File: src/rtl/nil_pkg.sv
package nil_pkg;
   typedef enum logic [2:0] {
      LD_IDLE,
      LD_SETUP,
      LD_READ,
      LD_STEP,
      LD_JUDGE
   } ld_state_t;
endpackage

File: src/rtl/nil_span_calc.sv
module nil_span_calc #(
   parameter int SIZE_W = 32,
   parameter int SH     = 11
) (
   input  logic [SIZE_W-1:0] amount,
   output logic [SIZE_W:0]   units
);
   generate
      if (SH == 0) begin : g_unit
         assign units = {1'b0, amount};
      end else begin : g_round
         logic [SIZE_W:0] biased;
         assign biased = {1'b0, amount} + (SIZE_W+1)'((1 << SH) - 1);
         assign units  = biased >> SH;
      end
   endgenerate
endmodule

File: src/rtl/nil_marker_check.sv
module nil_marker_check #(
   parameter int MARK_BYTES = 2
) (
   input  logic [8*MARK_BYTES-1:0] spare,
   output logic                    marked
);
   logic [MARK_BYTES-1:0] hit;
   generate
      for (genvar i = 0; i < MARK_BYTES; i++) begin : g_byte
         assign hit[i] = (spare[8*i +: 8] != 8'hFF);
      end
   endgenerate
   assign marked = |hit;
endmodule

File: src/rtl/nand_image_loader.sv
module nand_image_loader
   import nil_pkg::*;
#(
   parameter int ADDR_W        = 32,
   parameter int SIZE_W        = 32,
   parameter int PAGE_W        = 24,
   parameter int PAGE_BYTES    = 2048,
   parameter int PAGES_PER_BLK = 64,
   parameter int MARK_BYTES    = 2
) (
   input  logic                    clk,
   input  logic                    rst_n,
   input  logic                    start,
   input  logic [ADDR_W-1:0]       start_offset,
   input  logic [SIZE_W-1:0]       image_bytes,
   input  logic [ADDR_W-1:0]       dst_base,
   output logic                    rd_req,
   output logic [PAGE_W-1:0]       rd_page,
   output logic [ADDR_W-1:0]       rd_dst,
   input  logic                    rd_ack,
   input  logic                    rd_ok,
   input  logic [8*MARK_BYTES-1:0] rd_spare,
   output logic [ADDR_W-1:0]       commit_addr,
   output logic                    busy,
   output logic                    done,
   output logic                    fatal
);
   localparam int PG_SH     = $clog2(PAGE_BYTES);
   localparam int BLK_SH    = PG_SH + $clog2(PAGES_PER_BLK);
   localparam int BLK_BYTES = PAGE_BYTES * PAGES_PER_BLK;
   localparam int CNT_W     = $clog2(PAGES_PER_BLK + 1);

   generate
      if ((1 << PG_SH) != PAGE_BYTES) begin : g_bad_page
         $error("PAGE_BYTES must be a power of two");
      end
      if ((1 << $clog2(PAGES_PER_BLK)) != PAGES_PER_BLK) begin : g_bad_blk
         $error("PAGES_PER_BLK must be a power of two");
      end
      if (BLK_SH >= SIZE_W) begin : g_bad_size
         $error("SIZE_W too narrow for one block");
      end
      if (PAGE_W > ADDR_W || MARK_BYTES < 1) begin : g_bad_misc
         $error("PAGE_W or MARK_BYTES out of range");
      end
   endgenerate

   ld_state_t          state;
   logic [SIZE_W-1:0]  bytes_left;
   logic [SIZE_W:0]    pages_left;
   logic [SIZE_W:0]    blocks_left;
   logic [PAGE_W-1:0]  page_pos;
   logic [PAGE_W-1:0]  blk_page;
   logic [ADDR_W-1:0]  blk_dst;
   logic [CNT_W-1:0]   blk_pages;
   logic [CNT_W-1:0]   blk_left;
   logic               seen_good, seen_bad, seen_err;
   logic               done_q, fatal_q;

   logic [SIZE_W:0]    start_pages, start_blocks;
   logic               marked;
   logic [ADDR_W-1:0]  offs_page;
   logic [SIZE_W-1:0]  blk_bytes;
   logic [CNT_W-1:0]   blk_cap;
   logic               take, skip_blk;

   nil_span_calc #(.SIZE_W(SIZE_W), .SH(PG_SH)) u_pages (
      .amount(image_bytes), .units(start_pages));
   nil_span_calc #(.SIZE_W(SIZE_W), .SH(BLK_SH)) u_blocks (
      .amount(image_bytes), .units(start_blocks));
   nil_marker_check #(.MARK_BYTES(MARK_BYTES)) u_mark (
      .spare(rd_spare), .marked(marked));

   assign offs_page = start_offset >> PG_SH;
   assign blk_bytes = (bytes_left > SIZE_W'(BLK_BYTES)) ? SIZE_W'(BLK_BYTES) : bytes_left;
   assign blk_cap   = (pages_left > (SIZE_W+1)'(PAGES_PER_BLK)) ?
                      CNT_W'(PAGES_PER_BLK) : pages_left[CNT_W-1:0];
   assign take      = (state == LD_READ) && rd_ack;
   assign skip_blk  = seen_bad || !seen_good;

   always_ff @(posedge clk or negedge rst_n) begin
      if (!rst_n) begin
         state       <= LD_IDLE;
         bytes_left  <= '0;
         pages_left  <= '0;
         blocks_left <= '0;
         page_pos    <= '0;
         blk_page    <= '0;
         blk_dst     <= '0;
         blk_pages   <= '0;
         blk_left    <= '0;
         seen_good   <= 1'b0;
         seen_bad    <= 1'b0;
         seen_err    <= 1'b0;
         commit_addr <= '0;
         done_q      <= 1'b0;
         fatal_q     <= 1'b0;
      end else begin
         done_q  <= 1'b0;
         fatal_q <= 1'b0;
         unique case (state)
            LD_IDLE: begin
               if (start) begin
                  bytes_left  <= image_bytes;
                  pages_left  <= start_pages;
                  blocks_left <= start_blocks;
                  page_pos    <= offs_page[PAGE_W-1:0];
                  commit_addr <= dst_base;
                  if (start_blocks == '0) done_q <= 1'b1;
                  else                    state  <= LD_SETUP;
               end
            end
            LD_SETUP: begin
               blk_pages <= blk_cap;
               blk_left  <= blk_cap;
               blk_page  <= page_pos;
               blk_dst   <= commit_addr;
               seen_good <= 1'b0;
               seen_bad  <= 1'b0;
               seen_err  <= 1'b0;
               state     <= LD_READ;
            end
            LD_READ: begin
               if (take) begin
                  if (rd_ok) begin
                     seen_good <= 1'b1;
                     if (marked) seen_bad <= 1'b1;
                  end else begin
                     seen_err <= 1'b1;
                  end
                  blk_page <= blk_page + PAGE_W'(1);
                  blk_dst  <= blk_dst + ADDR_W'(PAGE_BYTES);
                  blk_left <= blk_left - CNT_W'(1);
                  if ((rd_ok && marked) || blk_left == CNT_W'(1)) state <= LD_JUDGE;
                  else                                             state <= LD_STEP;
               end
            end
            LD_STEP: state <= LD_READ;
            LD_JUDGE: begin
               if (seen_err && !skip_blk) begin
                  fatal_q <= 1'b1;
                  state   <= LD_IDLE;
               end else begin
                  page_pos <= page_pos + PAGE_W'(PAGES_PER_BLK);
                  if (!skip_blk) begin
                     commit_addr <= commit_addr + ADDR_W'(blk_bytes);
                     bytes_left  <= bytes_left - blk_bytes;
                     pages_left  <= pages_left - (SIZE_W+1)'(blk_pages);
                     blocks_left <= blocks_left - (SIZE_W+1)'(1);
                     if (blocks_left == (SIZE_W+1)'(1)) begin
                        done_q <= 1'b1;
                        state  <= LD_IDLE;
                     end else begin
                        state <= LD_SETUP;
                     end
                  end else begin
                     state <= LD_SETUP;
                  end
               end
            end
            default: state <= LD_IDLE;
         endcase
      end
   end

   assign rd_req  = (state == LD_READ);
   assign rd_page = blk_page;
   assign rd_dst  = blk_dst;
   assign busy    = (state != LD_IDLE);
   assign done    = done_q;
   assign fatal   = fatal_q;

   // the two outcomes are exclusive
   assert_one_outcome_R8: assert property (@(posedge clk) disable iff (!rst_n)
      $onehot0({done, fatal}));
   // completion leaves the loader idle
   assert_done_idle_R8: assert property (@(posedge clk) disable iff (!rst_n)
      done |-> !busy);
   // a fatal stop returns to idle with no request
   assert_fatal_idle_R5: assert property (@(posedge clk) disable iff (!rst_n)
      fatal |-> (!busy && !rd_req));
   // an unanswered request holds its page and destination
   assert_hold_req_R9: assert property (@(posedge clk) disable iff (!rst_n)
      (rd_req && !rd_ack) |=> (rd_req && $stable(rd_page) && $stable(rd_dst)));
   // an answered request moves on to the following page
   assert_page_step_R9: assert property (@(posedge clk) disable iff (!rst_n)
      (rd_req && rd_ack) |=> (rd_page == $past(rd_page) + PAGE_W'(1)));
   // no commit while a page is outstanding
   assert_commit_quiet_R7: assert property (@(posedge clk) disable iff (!rst_n)
      rd_req |-> $stable(commit_addr));
endmodule

File: config.mk
export PLATFORM = sky130hd
export DESIGN_NAME = nand_image_loader
export DESIGN_NICKNAME = d
export VERILOG_FILES = /design/src/rtl/nil_pkg.sv /design/src/rtl/nil_span_calc.sv /design/src/rtl/nil_marker_check.sv /design/src/rtl/nand_image_loader.sv
export SDC_FILE = /design/constraint.sdc
export NUM_CORES = 1
export LEC_CHECK = 0
export CAP_MARGIN = 25
export CORE_ASPECT_RATIO = 1.5
export CORE_MARGIN = 8
export CORE_UTILIZATION = 36
export DETAILED_ROUTE_END_ITERATION = 10
export PLACE_DENSITY = 0.63
export SLEW_MARGIN = 20
export SYNTH_ARGS = -nofsm -noshare
export SYNTH_HDL_FRONTEND = slang
export SYNTH_SLANG_ARGS = --single-unit
export TNS_END_PERCENT = 20
File: constraint.sdc
create_clock -name clk -period 12.6 [get_ports clk]
set_input_delay 1.26 -clock clk [delete_from_list [all_inputs] [get_ports clk]]
set_output_delay 1.26 -clock clk [all_outputs]
set_load 0.02 [all_outputs]
* Word-level counts from Yosys, hierarchy flattened *
Cells that the tools add are included.

cells by class
  $add $sub $neg = 10
  multipliers = 0
  div/mod/pow operators = 0
  $lt $le $gt $ge = 2
  eq/ne operators = 16
  shifts and indexed selects = 0
  mux-type cells = 53
  bitwise gates (word level) = 0
  reductions and logical operators = 21

operators with widths
  cell                    number
  $mux 32                 8
  $mux 33                 6
  $pmux 32 s2             3
  $pmux 33 s2             2
  $pmux 24 s2             2
  $mux 24                 3
  $add 32x11->33 const B  1
  $add 32x17->33 const B  1
  $eq 33x1->1 const B     1
  $gt 33x7->1 const B     1
  $logic_not 33->1        1
  $sub 33x1->33 const B   1
  $sub 33x7->33           1
  $add 32x12->32 const B  1
  $add 32x32->32          1
  $gt 32x18->1 const B    1
  $sub 32x32->32          1
  $add 24x1->24 const B   1
  $add 24x7->24 const B   1
  $mux 3                  6
  $ne 8x8->1 const B      2
  $mux 1                  15
  $mux 7                  2
  $pmux 7 s2              1
  other kinds (19)        39

storage, ports and cells
  register bits = 232
  latch bits = 0
  bits in writable memories = 0
  memory bits (read-only) = 0
  output and inout port bits = 92
  word-level logic and storage cells = 117
  memories = 0

* Longest topological paths before layout *
  depth in word-level cells = 7
  depth in mapped cells = 16
  mapped depth without buffers = 14

* By module *
A second synthesis with hierarchy kept.

unflattened totals
  cell total of the unflattened synthesis = 1997
  area total of the unflattened synthesis = 15665.0 µm²

by module, submodules not included
  module                    times used  cells each  area an instance (µm²)  sequential area each (µm²)
  nand_image_loader         1           1843        14490.1                 5805.6
  nil_span_calc (u_blocks)  1           69          588.1                   0.0
  nil_span_calc (u_pages)   1           80          554.3                   0.0
  nil_marker_check          1           5           32.5                    0.0

* Worst setup path before layout *
Ideal clock, no wire load.

  kind = reg-to-reg
  start = register bytes_left[26]
  end = register commit_addr[31]
  library setup time = 0.129 ns
  arrival = 4.068 ns
  required time = 12.471 ns
  slack = 8.403 ns
  cell stages (with the launch flop) = 16
  path buffers = 3
  cell sequence = dfrtp_1 or3_1 nor4_1 and2_1 clkbuf_1 clkbuf_1 and3_1 ha_1 clkbuf_1 a21oi_1 o21ai_0 a221oi_1 o22ai_1 o41ai_1 o221ai_1 o41a_1

between the ends
  longest elaborated chain between the ends = 6

ends and longest elaborated chain
  what                    line                      RTL
  start, declared         nand_image_loader.sv:49   logic [SIZE_W-1:0] bytes_left;
  start signal, assigned  nand_image_loader.sv:104  bytes_left <= image_bytes;
  start signal, assigned  nand_image_loader.sv:147  bytes_left <= bytes_left - blk_bytes;
  $gt 32x18->1            nand_image_loader.sv:75   assign blk_bytes = (bytes_left > SIZE_W'(BLK_BYTES)) ? SIZE_W'(BLK_BYTES) : bytes_left;
  $mux 32 (*)             nand_image_loader.sv:75
  $add 32x32->32 (*)      nand_image_loader.sv:146  commit_addr <= commit_addr + ADDR_W'(blk_bytes);
  $mux 32 (*)             nand_image_loader.sv:145  if (!skip_blk) begin
  $mux 32 (*)             nand_image_loader.sv:140  if (seen_err && !skip_blk) begin
  $pmux 32 s2 (*)         nand_image_loader.sv:101  unique case (state)
  end signal, assigned    nand_image_loader.sv:108  commit_addr <= dst_base;
  end signal, assigned    nand_image_loader.sv:146
  end, declared           nand_image_loader.sv:23   output logic [ADDR_W-1:0] commit_addr,

Every way passes the cells marked *; elsewhere a longest branch is shown, timed or not. The select of a mux whose other input is x is not followed.
A chain may end at the register's enable or synchronous reset.

* Worst setup path after layout *
  start = register bytes_left[19]
  end = register commit_addr[31]

Same word-level chain as after synthesis.

==> metrics <==
outcome=completed; Resized cells post-CTS=0; synth unique cells=87; DP HPWL=36100 um; top_reg_cell synth=dfrtp_1; Peak VDD IR=115.7 uV; Starting Density=0.3653; DR vias/cell=5.780; Hold Path Stages=2; RSZ-0062 raised after global routing=no; Worst path top cell family by delay=compound AO/OA/AOI/OAI gates; share of cells above drive strength 1=0.05289; Switching Share=0.4508; layout overhead on the synthesized area=22.52%; Yosys reg bits=232; Tmin final=5.420 ns; vias in the first global route=14810; worst-margin pin slew=1.026 ns; FF-to-FF End=commit_addr[31]$_DFFE_PN0P_; Antenna diodes=0; CTS root buf=clkbuf_16; P_int=2.336 mW; worst r2r path cells=14; Setup Skew=0.01866 ns; CP most frequent cell=a21o_1; mapped cell area=0.01502 mm^2; Die Y=266.1 um; CP max stage cell=and2_1; crit-path max FO=22; # Post-CTS Setup Buffers=0; fin crit share=0.4301; Final Net Count=2190; CTS tree=done; H-tree depth=1; die width=182.8 um; Worst setup EP type=flip-flop; total track usage=0.2022; mean post-synth cell area=8.005 um^2; crit path buf inv count=0; Max-Cap Viols=0; routed wire length=50680 um; Post-Syn Instances=1876; CTS Buffer Depth=3; Logic pwr share=0.482; sequential area share after synthesis=0.3866; Die Footprint=0.04864 mm^2; hold path start=rd_dst[0]$_DFFE_PN0P_; asr flop ratio synth=1.000; core area=0.04110 mm^2; drt drc=0; Final Hold Viols=0; grt ovf=0; latest clock arrival within the worst-skew pair=0.55 ns; maximum number of pins on one net before global-route repair=92; critical path depth=14; clk sinks=232; cts bufs inserted=25; Warnings, synthesis=0; crit path launch type=flip-flop; worst hold path class=reg2reg; row count=91; Hold-fix buffers, CTS=0; final setup vio count=0; GPL Wtd Cong=0.9283; CP cell instances=or3_1, nor4_1, and2_1, nand2_1, nor2_1, ha_1, a21o_1, a21o_1, a221oi_1, o22ai_1, o41ai_1, o221ai_1, a41oi_1, o41a_1; Vias=15030; Final ANT Viol Nets=0; PD cells=231.2 mW/mm^2; Post-synth EDFFs=0; CP Class=reg2reg; max_slew headroom=0.3157; First DRT Iteration DRCs=1256; Setup TNS Final=0 ns; Worst Path Required=13.09 ns; crit path DAT=5.91 ns; reg2reg start=bytes_left[19]$_DFFE_PN0P_; Util after Layout=0.4476; Slew Limit Fails=0; Largest stage delay, worst path=0.63 ns; initial antenna violation count=0; Psw=1.917 mW; TritonRoute pass-1 iters=5; FMAX=0.1845 GHz; Worst R2R Setup Slack=7.18 ns; leak pwr=7.510 nW; hold endpoint=rd_dst[0]$_DFFE_PN0P_; Worst-path clk slew=0.07 ns; wire per inst=19.49 um; number of top-level pins=209; Flop pwr share=0.331; first-pass GRT wire length=80050 um; IO buf count=197; clock power share=0.187
==> tightest hold or removal path: cells and delay by family, from the launching register on <==
kind             cells  cell delay (ns)
AND/OR/NAND/NOR      2             0.10
flip-flops           1             0.34
==> placed cells by master (no fill, tap or decap), types with 46 or more instances in the layout <==
cell type / instances
nand2_1: 243
a21oi_1: 234
dfrtp_1: 232
clkdlybuf4s50_1: 196
nor2_1: 187
o21ai_0: 146
nand3_1: 64
o22ai_1: 54
nor3_1: 53
ha_1: 46
==> routing by layer <==
layer / GRT usage / routed length (um) / up-vias
met5: 0 / 0 / -
met4: 0.09776 / 2123 / 0
met3: 0.02552 / 2672 / 120
met2: 0.3659 / 26110 / 528
met1: 0.2315 / 19780 / 7268
li1: - / - / 7113
==> worst max-delay path by stage <==
| stage | end | slack, ns | startpoint |
|---|---|---|---|
| CTS | commit_addr[31]$_DFFE_PN0P_ | 7.22 | bytes_left[26]$_DFFE_PN0P_ |
| global placement | commit_addr[31]$_DFFE_PN0P_ | 7.33 | bytes_left[26]$_DFFE_PN0P_ |
| detailed placement | commit_addr[31]$_DFFE_PN0P_ | 7.21 | bytes_left[26]$_DFFE_PN0P_ |
| global route | commit_addr[31]$_DFFE_PN0P_ | 6.79 | bytes_left[19]$_DFFE_PN0P_ |
| floorplan | commit_addr[31]$_DFFE_PN0P_ | 8.40 | bytes_left[26]$_DFFE_PN0P_ |
| finish | commit_addr[31]$_DFFE_PN0P_ | 7.18 | bytes_left[19]$_DFFE_PN0P_ |
==> final cells by class <==
type	instances	area (um^2)
Clock buffer	34	699.4
Clock inverter	10	153.9
Fill cell	4043	22700
Inverter	44	165.2
Multi-Input combinational cell	1504	8705
Sequential cell	232	5806
Tap cell	558	698.2
Timing Repair Buffer	218	2172
==> cells by family after synthesis <==
kind of cell             count (synthesis)  share of synthesized area
multiplexers                             4                   0.002833
other                                    2                  0.0005001
buffers and inverters                  152                    0.04008
AO/OA/AOI/OAI                          619                     0.2473
XOR/XNOR                                76                    0.04433
adder cells (fa/ha/maj)                 48                    0.04099
AND/OR/NAND/NOR                        743                     0.2374
flip-flops                             232                     0.3866
==> synth_stat cells, drive strengths merged (6+ instances only) <==
cell type	count	area, um^2
and4	6	52.55
or2	11	71.32
o211ai	7	52.55
inv	43	161.4
nand4	31	193.9
dfrtp	232	5806
a221o	6	60.06
ha	46	575.6
buf	12	56.30
nand3	65	330.3
a22oi	6	45.04
clkbuf	96	380.4
xnor2	42	367.9
o21bai	7	52.55
o41ai	6	60.06
a22o	9	78.83
nor4b	7	67.56
a31oi	28	175.2
nor2	188	705.7
o31ai	6	45.04
o22ai	54	337.8
nor3b	7	73.82
nor4	26	190.2
or3	29	192.7
nand2b	8	50.05
nand2	246	930.9
o21a	9	67.56
xor2	34	297.8
a21o	23	172.7
o2bb2ai	6	52.55
nor3	56	290.3
a21oi	235	1176
or4	6	48.80
and3	40	250.2
nor2b	6	37.54
o21ai	156	784.5
==> state kept, by name (all words and copies together) (netlist names) <==
name / flops
rd_page: 24
fatal: 1
rd_dst: 32
commit_addr: 32
seen_bad: 1
bytes_left: 32
blocks_left: 33
page_pos: 24
seen_good: 1
done: 1
blk_left: 7
seen_err: 1
blk_pages: 7
pages_left: 33
state: 3
==> power groups by stage <==
stage	Combinational (mW)	Clock, mW	Sequential (mW)
final	2.05	0.794	1.41
after detailed placement	2.03	0	1.41
after global placement	1.99	0	1.40
after CTS	2.04	0.809	1.40
after floorplan	1.23	0	1.46
after global routing	2.27	0.835	1.45
==> through the flow <==
step | hold slack, ns | std cells | power (mW) | area, um^2 | setup WS (ns)
final | 0.4748 | 2600 | 4.253 | 18400 | 7.180
after floorplan | 0.4404 | 1888 | 2.683 | 15060 | 8.403
after global routing | 0.5088 | 2600 | 4.556 | 18400 | 6.790
after CTS | 0.4796 | 2599 | 4.255 | 18370 | 7.219
after detailed placement | 0.4617 | 2555 | 3.449 | 17520 | 7.209
after global placement | 0.4594 | 2553 | 3.389 | 17490 | 7.328
Power figures use the tool's default switching activity.
